$ cat src/rtl/fadd_pkg.sv
package fadd_pkg;
  typedef enum logic [1:0] {
    ST_IDLE  = 2'd0,
    ST_SEEK  = 2'd1,
    ST_WRITE = 2'd2,
    ST_FIN   = 2'd3
  } walk_state_e;
endpackage

$ cat src/rtl/fadd_lane_walker.sv
module fadd_lane_walker
  import fadd_pkg::*;
#(
  parameter int LANES = 8,
  localparam int LW = (LANES > 1) ? $clog2(LANES) : 1
) (
  input  logic             clk,
  input  logic             rst_n,
  input  logic             start,
  input  logic [LANES-1:0] mask_q,
  output walk_state_e      state_q,
  output logic [LW-1:0]    lane_q
);
  walk_state_e   state_d;
  logic [LW-1:0] lane_d;
  logic          last_lane;

  assign last_lane = (lane_q == LW'(LANES - 1));

  always_comb begin
    state_d = state_q;
    lane_d  = lane_q;
    case (state_q)
      ST_IDLE: begin
        if (start) begin
          state_d = ST_SEEK;
          lane_d  = '0;
        end
      end
      ST_SEEK: begin
        if (mask_q[lane_q]) begin
          state_d = ST_WRITE;
        end else if (last_lane) begin
          state_d = ST_FIN;
        end else begin
          lane_d = lane_q + LW'(1);
        end
      end
      ST_WRITE: begin
        if (last_lane) begin
          state_d = ST_FIN;
        end else begin
          state_d = ST_SEEK;
          lane_d  = lane_q + LW'(1);
        end
      end
      default: state_d = ST_IDLE;
    endcase
  end

  always_ff @(posedge clk or negedge rst_n) begin
    if (!rst_n) begin
      state_q <= ST_IDLE;
      lane_q  <= '0;
    end else begin
      state_q <= state_d;
      lane_q  <= lane_d;
    end
  end
endmodule

$ cat src/rtl/fadd_lane_datapath.sv
module fadd_lane_datapath #(
  parameter int LANES = 8,
  parameter int AW    = 6,
  parameter int DW    = 32,
  localparam int LW = (LANES > 1) ? $clog2(LANES) : 1
) (
  input  logic [LW-1:0]       lane,
  input  logic [AW-1:0]       base,
  input  logic [LANES*AW-1:0] idx_vec,
  input  logic [LANES*DW-1:0] add_vec,
  input  logic [DW-1:0]       old_word,
  output logic [AW-1:0]       addr,
  output logic [DW-1:0]       sum
);
  logic [AW-1:0] lane_idx;
  logic [DW-1:0] lane_add;

  always_comb begin
    lane_idx = idx_vec[lane*AW +: AW];
    lane_add = add_vec[lane*DW +: DW];
    addr     = base + lane_idx;
    sum      = old_word + lane_add;
  end
endmodule

$ cat src/rtl/fadd_return_buf.sv
module fadd_return_buf #(
  parameter int LANES = 8,
  parameter int DW    = 32,
  localparam int LW = (LANES > 1) ? $clog2(LANES) : 1
) (
  input  logic                clk,
  input  logic                rst_n,
  input  logic                clear,
  input  logic                cap_en,
  input  logic [LW-1:0]       cap_lane,
  input  logic [DW-1:0]       cap_data,
  output logic [LANES*DW-1:0] held
);
  for (genvar g = 0; g < LANES; g++) begin : g_lane
    logic hit;
    assign hit = cap_en && (cap_lane == LW'(g));
    always_ff @(posedge clk or negedge rst_n) begin
      if (!rst_n) begin
        held[g*DW +: DW] <= '0;
      end else if (clear) begin
        held[g*DW +: DW] <= '0;
      end else if (hit) begin
        held[g*DW +: DW] <= cap_data;
      end
    end
  end
endmodule

$ cat src/rtl/scatter_fadd_unit.sv
module scatter_fadd_unit
  import fadd_pkg::*;
#(
  parameter int LANES = 8,
  parameter int AW    = 6,
  parameter int DW    = 32,
  parameter int RW    = 6
) (
  input  logic                clk,
  input  logic                rst_n,
  input  logic                op_valid,
  input  logic                op_return,
  input  logic [AW-1:0]       base_addr,
  input  logic [LANES*AW-1:0] index_vec,
  input  logic [LANES*DW-1:0] src_vec,
  input  logic [LANES-1:0]    lane_mask,
  input  logic [RW-1:0]       dest_reg,
  output logic                mem_rd_en,
  output logic [AW-1:0]       mem_rd_addr,
  input  logic [DW-1:0]       mem_rd_data,
  output logic                mem_wr_en,
  output logic [AW-1:0]       mem_wr_addr,
  output logic [DW-1:0]       mem_wr_data,
  output logic                busy,
  output logic                ret_valid,
  output logic [RW-1:0]       ret_dest,
  output logic [LANES-1:0]    ret_lane_we,
  output logic [LANES*DW-1:0] ret_data
);
  localparam int LW = (LANES > 1) ? $clog2(LANES) : 1;

  walk_state_e         state_q;
  logic [LW-1:0]       lane_q;
  logic                start;
  logic [AW-1:0]       base_q;
  logic [LANES*AW-1:0] idx_q;
  logic [LANES*DW-1:0] add_q;
  logic [LANES-1:0]    mask_q;
  logic [RW-1:0]       dest_q;
  logic                want_ret_q;
  logic [AW-1:0]       lane_addr;
  logic [DW-1:0]       lane_sum;

  assign start = op_valid && (state_q == ST_IDLE);

  // operand capture, enabled only on acceptance
  always_ff @(posedge clk or negedge rst_n) begin
    if (!rst_n) begin
      base_q     <= '0;
      idx_q      <= '0;
      add_q      <= '0;
      mask_q     <= '0;
      dest_q     <= '0;
      want_ret_q <= 1'b0;
    end else if (start) begin
      base_q     <= base_addr;
      idx_q      <= index_vec;
      add_q      <= src_vec;
      mask_q     <= lane_mask;
      dest_q     <= dest_reg;
      want_ret_q <= op_return;
    end
  end

  fadd_lane_walker #(.LANES(LANES)) u_walker (
    .clk     (clk),
    .rst_n   (rst_n),
    .start   (start),
    .mask_q  (mask_q),
    .state_q (state_q),
    .lane_q  (lane_q)
  );

  fadd_lane_datapath #(.LANES(LANES), .AW(AW), .DW(DW)) u_path (
    .lane     (lane_q),
    .base     (base_q),
    .idx_vec  (idx_q),
    .add_vec  (add_q),
    .old_word (mem_rd_data),
    .addr     (lane_addr),
    .sum      (lane_sum)
  );

  fadd_return_buf #(.LANES(LANES), .DW(DW)) u_ret (
    .clk      (clk),
    .rst_n    (rst_n),
    .clear    (start),
    .cap_en   (state_q == ST_WRITE),
    .cap_lane (lane_q),
    .cap_data (mem_rd_data),
    .held     (ret_data)
  );

  assign mem_rd_en   = (state_q == ST_SEEK) && mask_q[lane_q];
  assign mem_rd_addr = lane_addr;
  assign mem_wr_en   = (state_q == ST_WRITE);
  assign mem_wr_addr = lane_addr;
  assign mem_wr_data = lane_sum;
  assign busy        = (state_q != ST_IDLE);
  assign ret_valid   = (state_q == ST_FIN) && want_ret_q;
  assign ret_dest    = dest_q;
  assign ret_lane_we = mask_q & {LANES{ret_valid}};
endmodule

$ cat config.mk
export PLATFORM = sky130hd
export DESIGN_NAME = scatter_fadd_unit
export DESIGN_NICKNAME = d
export VERILOG_FILES = /design/src/rtl/fadd_pkg.sv /design/src/rtl/fadd_lane_walker.sv /design/src/rtl/fadd_lane_datapath.sv /design/src/rtl/fadd_return_buf.sv /design/src/rtl/scatter_fadd_unit.sv
export SDC_FILE = /design/constraint.sdc
export NUM_CORES = 1
export LEC_CHECK = 0
export BUFFER_PORTS_ARGS = -buffer_cell sky130_fd_sc_hd__buf_2
export CAP_MARGIN = 0
export CORE_UTILIZATION = 35
export DETAILED_ROUTE_END_ITERATION = 12
export PLACE_DENSITY = 0.58
export SETUP_SLACK_MARGIN = 0.2
export SYNTH_ARGS = -nofsm -noshare
export SYNTH_HDL_FRONTEND = slang
export SYNTH_SLANG_ARGS = --single-unit
$ cat constraint.sdc
create_clock -name clk -period 5.9 [get_ports clk]
set_input_delay 0.885 -clock clk [delete_from_list [all_inputs] [get_ports clk]]
set_output_delay 0.885 -clock clk [all_outputs]
set_load 0.01 [all_outputs]
======== Word-level counts from Yosys, hierarchy flattened ========
Cells that the tools add are included.
word-level totals
  output and inout port bits .............. 318
  latch bits .............................. 0
  memories ................................ 0
  input port bits ......................... 360
  memory bits (read-only) ................. 0
  bits in writable memories ............... 0
  bits in registers ....................... 586
cells by class
  bitwise logic cells ..................... 1
  multipliers ............................. 1
  magnitude comparators ................... 1
  div/mod/pow operators ................... 0
  multiplexer cells ....................... 27
  shift-type cells ........................ 2
  $add $sub $neg .......................... 3
  eq/ne operators ......................... 13
  reduce and logical (&&, ||, !) cells .... 25
operator list
  operator                                             count
  two-way mux 32 bit                                   16
  indexed part select 256 x 9 -> 32 bit                1
  indexed part select 48 x 7 -> 6 bit                  1
  adder 32 bit                                         1
  nonzero test 2 bit                                   9
  equality test 3 bit, second input constant           4
  logical AND 1 bit                                    11
  two-way mux 3 bit                                    3
  case mux 3 bit (3 select lines)                      1
  AND 8 bit                                            1
  two-way mux 2 bit                                    4
  adder 6 bit                                          1
  equality test 3 x 2 -> 1 bit, second input constant  2
  case mux 2 bit (3 select lines)                      1
  multiplier 3 x 2 -> 5 bit, second input constant     1
  equality test 2 bit, second input constant           2
  < comparator 3 x 4 -> 1 bit, second input constant   1
  != test 2 bit, second input constant                 2
  adder 3 x 1 -> 3 bit, second input constant          1
  binary-select mux 1 bit (select 3 bit)               1
  equality test 3 x 1 -> 1 bit, second input constant  1
  zero test 3 bit                                      1
  != test 3 x 1 -> 1 bit, second input constant        1
  AND reduction 3 bit                                  1
  other kinds (5)                                      5

======== Logic depth before layout (Yosys ltp) ========
  depth in word-level cells ............... 4
  gate-level depth with buffers ........... 15
  depth with buffers taken out ............ 12

======== Modules after synthesis ========
Synthesis repeated with hierarchy kept, for this count alone.
unflattened totals
  cells, all modules ...................... 2091
  area total of the unflattened synthesis .. 28350.9 um2
modules (own cells, without submodules)
  module              times used  cells each  seq. area each (um2)  area an instance (um2)
  scatter_fadd_unit   1           714         8132.8                12303.0
  fadd_return_buf     1           907         6406.1                11308.3
  fadd_lane_datapath  1           427         0.0                   4302.9
  fadd_lane_walker    1           43          125.1                 436.7

======== Worst setup path after synthesis ========
Ideal clock, no wire load.
  kind .................................... register to output
  start ................................... reg u_walker.lane_q[0]
  end ..................................... out mem_wr_data[30]
  path slack .............................. 1.164 ns
  arrival time ............................ 3.851 ns
  cell stages (with the launch flop) ...... 16
  cells stage by stage .................... dfrtp_1 -> buf_6 -> clkbuf_1 -> buf_2 -> mux4_2 -> nand2_1 -> nand2_1 -> ha_1 -> fa_1 -> a21o_1 -> a221oi_2 -> o31ai_1 -> o21ai_1 -> o21ai_1 -> a221oi_1 -> xnor2_1
on the way
  word-level cells in the longest chain between the ends .. 2
RTL lines
  element                                RTL line                  source
  start, declared                        fadd_lane_walker.sv:12    output logic [LW-1:0] lane_q
  start signal, assigned                 fadd_lane_walker.sv:57    lane_q <= lane_d;
  indexed part select 256 x 9 -> 32 bit  fadd_lane_datapath.sv:20  lane_add = add_vec[lane*DW +: DW];
  adder 32 bit                           fadd_lane_datapath.sv:22  sum = old_word + lane_add;
  end, declared                          scatter_fadd_unit.sv:23   output logic [DW-1:0] mem_wr_data,
Every way passes these cells.

======== Final worst setup path ========
  start ................................... reg u_walker.lane_q[1]
  end ..................................... out mem_wr_data[28]
Same word-level chain as after synthesis.

==> flow_summary.toml <==
[setup_path]
cp.arrival_ns = 4.59
slowest_stage = "dfrtp_4"
cpMostUsedCell = "nand2_1"
crit_path_max_incr_delay_ns = 0.67
crit_type = "flop to primary output"
cp_max_fo = 26
crit_chain = "buf_4 -> mux4_2 -> nand2_1 -> nand2_1 -> ha_1 -> nand2_1 -> or3_1 -> o21a_1 -> o211a_1 -> o21ai_1 -> a21oi_1 -> xnor2_1 -> buf_2"
setup.worst_path.end_class = "primary output"
startpoint_type = "flop"
cp_data_required_time_ns = 5.02

[timing]
tns_ns = 0
hold_viol = 0
finClkSkew_ns = 0.0231
period_needed_ns = 5.47
rsz0062_at_grt = "no"
final-setup-viol-count = 0
hold_ws_ns = 0.189
slew_headroom_pct = 31.8
fin_crit_sh_pct = 92.7
clock.fmax_mhz = 183
finalMaxSlewViolations = 0
tightest_slew_ns = 1.02

[clock_network]
numCtsBuffers = 69
cts_tree = "done"
insertion_delay_ns = 0.62
cts_root_buf = "clkbuf_16"
h-tree-depth = 3
clockBufferDepth = 3
cts_sinks = 586
clk_pin_slew_ns = 0.06

[cells_and_area]
design_area_mm2 = 0.0335
instances_no_fill = 4013
n_fill_cell = 7296
layout.cells.most_common = "buf_2"
nNetsFinal = 3373
syn_to_final_growth_pct = 25.0
drive_above_1_share_pct = 41.3
layout_common_cells = "buf_2 (676), nand2_1 (651), dfrtp_1 (583)"

[grt]
grt_pass1_vias = 20300
grt_pass1_wl_um = 134000
antenna_found_initial = 39
track_usage_pct = 23.1
overflow = 0
grt_max_degree = 167

[placement]
hpwlAfterDp_um = 64800
portBuffers = 677
place_inst = 3871
place_area_mm2 = 0.0310
gp_congestion = 0.832

[floorplanning]
chipWidth_um = 279
rows = 101
die-area_mm2 = 0.0776
ioPinCount = 678
die_h_um = 279
start_util_pct = 35.3
core_area_mm2 = 0.0758

[routing]
highest_layer = "met5"
drc = 0
antenna_left = 0
num_vias = 20500
drt-initial-drc-count = 1552
wl_per_cell_um = 22.5
via_per_inst = 5.10
finalWirelength_um = 90200
first_pass_iters = 6
dr_wl_met3_um = 7310
wl_met2_um = 42600
drt-met1-wl_um = 38200

[synth]
synth_area_mm2 = 0.0268
synth-simple-area-share_pct = 10.5
synth-edff-count = 0
syn-instance-count = 2371
synth_compound_area_share_pct = 7.60
synth_largest_area_cell = "dfrtp_1"
synthAdderAreaFrac_pct = 2.35
syn-num-nets = 2780
synth_area_leaders = "dfrtp_1 (55%), mux2_2 (14%), nand2_1 (9.1%)"
synthXorXnorAreaFrac_pct = 1.18
yosysTopAreaCellShare_pct = 54.8
synth_flop_cell = "dfrtp_1"
yosysUniqueCellTypes = 55
ys_seq_area_share_pct = 54.8
synth_top_family_by_area = "multiplexers"
synth_seq_cells = 586
synthArstFlopShare_pct = 100
avgSynthCellArea_um2 = 11.3
yosys_warnings = 0
synth_mux_area_share_pct = 20.4

[hold_path]
hold_path_class = "primary input to asynchronous set/reset pin"

[pwr]
ir_worst_vdd_mv = 0.319
power_leakage_nw = 15.8
power_density_mw_per_mm2 = 621

[run]
drv_cap = 0

[run_status]
status = "finished, final reports clean"
==> cells by family (layout without fill, tap and decap cells) <==
group / count (synthesis) / count (layout)
buffers and inverters: 209 / 857
XOR/XNOR: 36 / 36
adder cells (fa/ha/maj): 49 / 49
multiplexers: 405 / 405
other: 0 / 16
AO/OA/AOI/OAI: 367 / 367
AND/OR/NAND/NOR: 719 / 719
flip-flops: 586 / 586
==> Yosys cell counts, types with 9 or more instances <==
| cell type | n |
|---|---|
| dfrtp_1 | 586 |
| ha_1 | 47 |
| buf_1 | 13 |
| nor2_1 | 18 |
| inv_1 | 15 |
| nand3_1 | 10 |
| and2_1 | 9 |
| mux4_2 | 77 |
| o21ai_0 | 14 |
| xor2_1 | 13 |
| and3_1 | 13 |
| xnor2_1 | 23 |
| clkbuf_1 | 136 |
| a21oi_1 | 288 |
| a21o_1 | 14 |
| nand2_1 | 652 |
| mux2_2 | 324 |
| clkbuf_2 | 30 |
==> power breakdown <==
group / switching, W / internal, W
sequential: 0.000853 / 0.00553
combinational: 0.00563 / 0.00436
clock: 0.00181 / 0.00260
==> worst paths after layout <==
| kind | start | to | slack (ns) | cells after the start |
|---|---|---|---|---|
| setup / recovery | u_walker.lane_q[1] | mem_wr_data[28] | 0.43 | 13 |
| hold / removal | rst_n | u_ret.held[161] | 0.19 | 1 |
| setup reg to reg | u_walker.lane_q[0] | u_walker.lane_q[0] | 2.91 | 7 |
| hold reg to reg | add_q[147] | add_q[147] | 0.50 | 1 |
| max in group asynchronous | rst_n | add_q[172] | 4.37 | 2 |
| min in group clk | src_vec[37] | add_q[37] | 0.49 | 2 |
==> metal layers <==
layer / up-vias / GRT usage, %
li1: 9359 / -
met1: 10200 / 30.4
met2: 703 / 37.1
met3: 143 / 6.69
met4: 36 / 6.26
met5: - / 0
==> area by class of cell <==
type	instances	area (um^2)	share of cell area [%]
sequential	586	14700	43.9
tap	978	1220	3.66
clock inverter	29	388	1.16
antenna	16	40.0	0.120
multi-input combinational	1576	11300	33.7
timing repair buffer	715	3790	11.3
inverter	16	60.1	0.180
clock buffer	97	2010	6.02
==> stage by stage <==
stage | power (W) | util [%] | setup slack [ns]
6_report | 0.0208 | 44.1 | 0.428
5_1_grt | 0.0221 | 44.1 | 0.204
4_1_cts | 0.0209 | 44.0 | 0.225
3_5_place_dp | 0.0165 | 40.9 | 0.843
3_3_place_gp | 0.0164 | 40.9 | 0.838
2_1_floorplan | 0.0127 | - | 1.16
==> repair_timing <==
action | CTS | global route
pin swaps | 0 | 0
hold endpoints to repair | 0 | 0
setup endpoints to repair | 1 | 6
hold buffers | 0 | 0
setup buffers | 0 | 0
resized for setup | 1 | 4
==> flip-flops by register name (all words and copies together) (netlist names) <==
register	cells
add_q	256
want_ret_q	1
idx_q	48
base_q	6
u_walker.lane_q	3
mask_q	8
u_walker.state_q	2
ret_dest	6
u_ret.held	256
==> worst max-delay path: cells and delay by family, from the launching register on <==
family | cells | cell delay (ns)
xor+xnor | 1 | 0.25
fa+ha+maj | 1 | 0.42
mux | 1 | 0.41
compound gates | 4 | 0.82
flops | 1 | 0.67
buf+inv | 2 | 0.70
simple gates | 4 | 0.66
(Power assumes the default switching activity.)
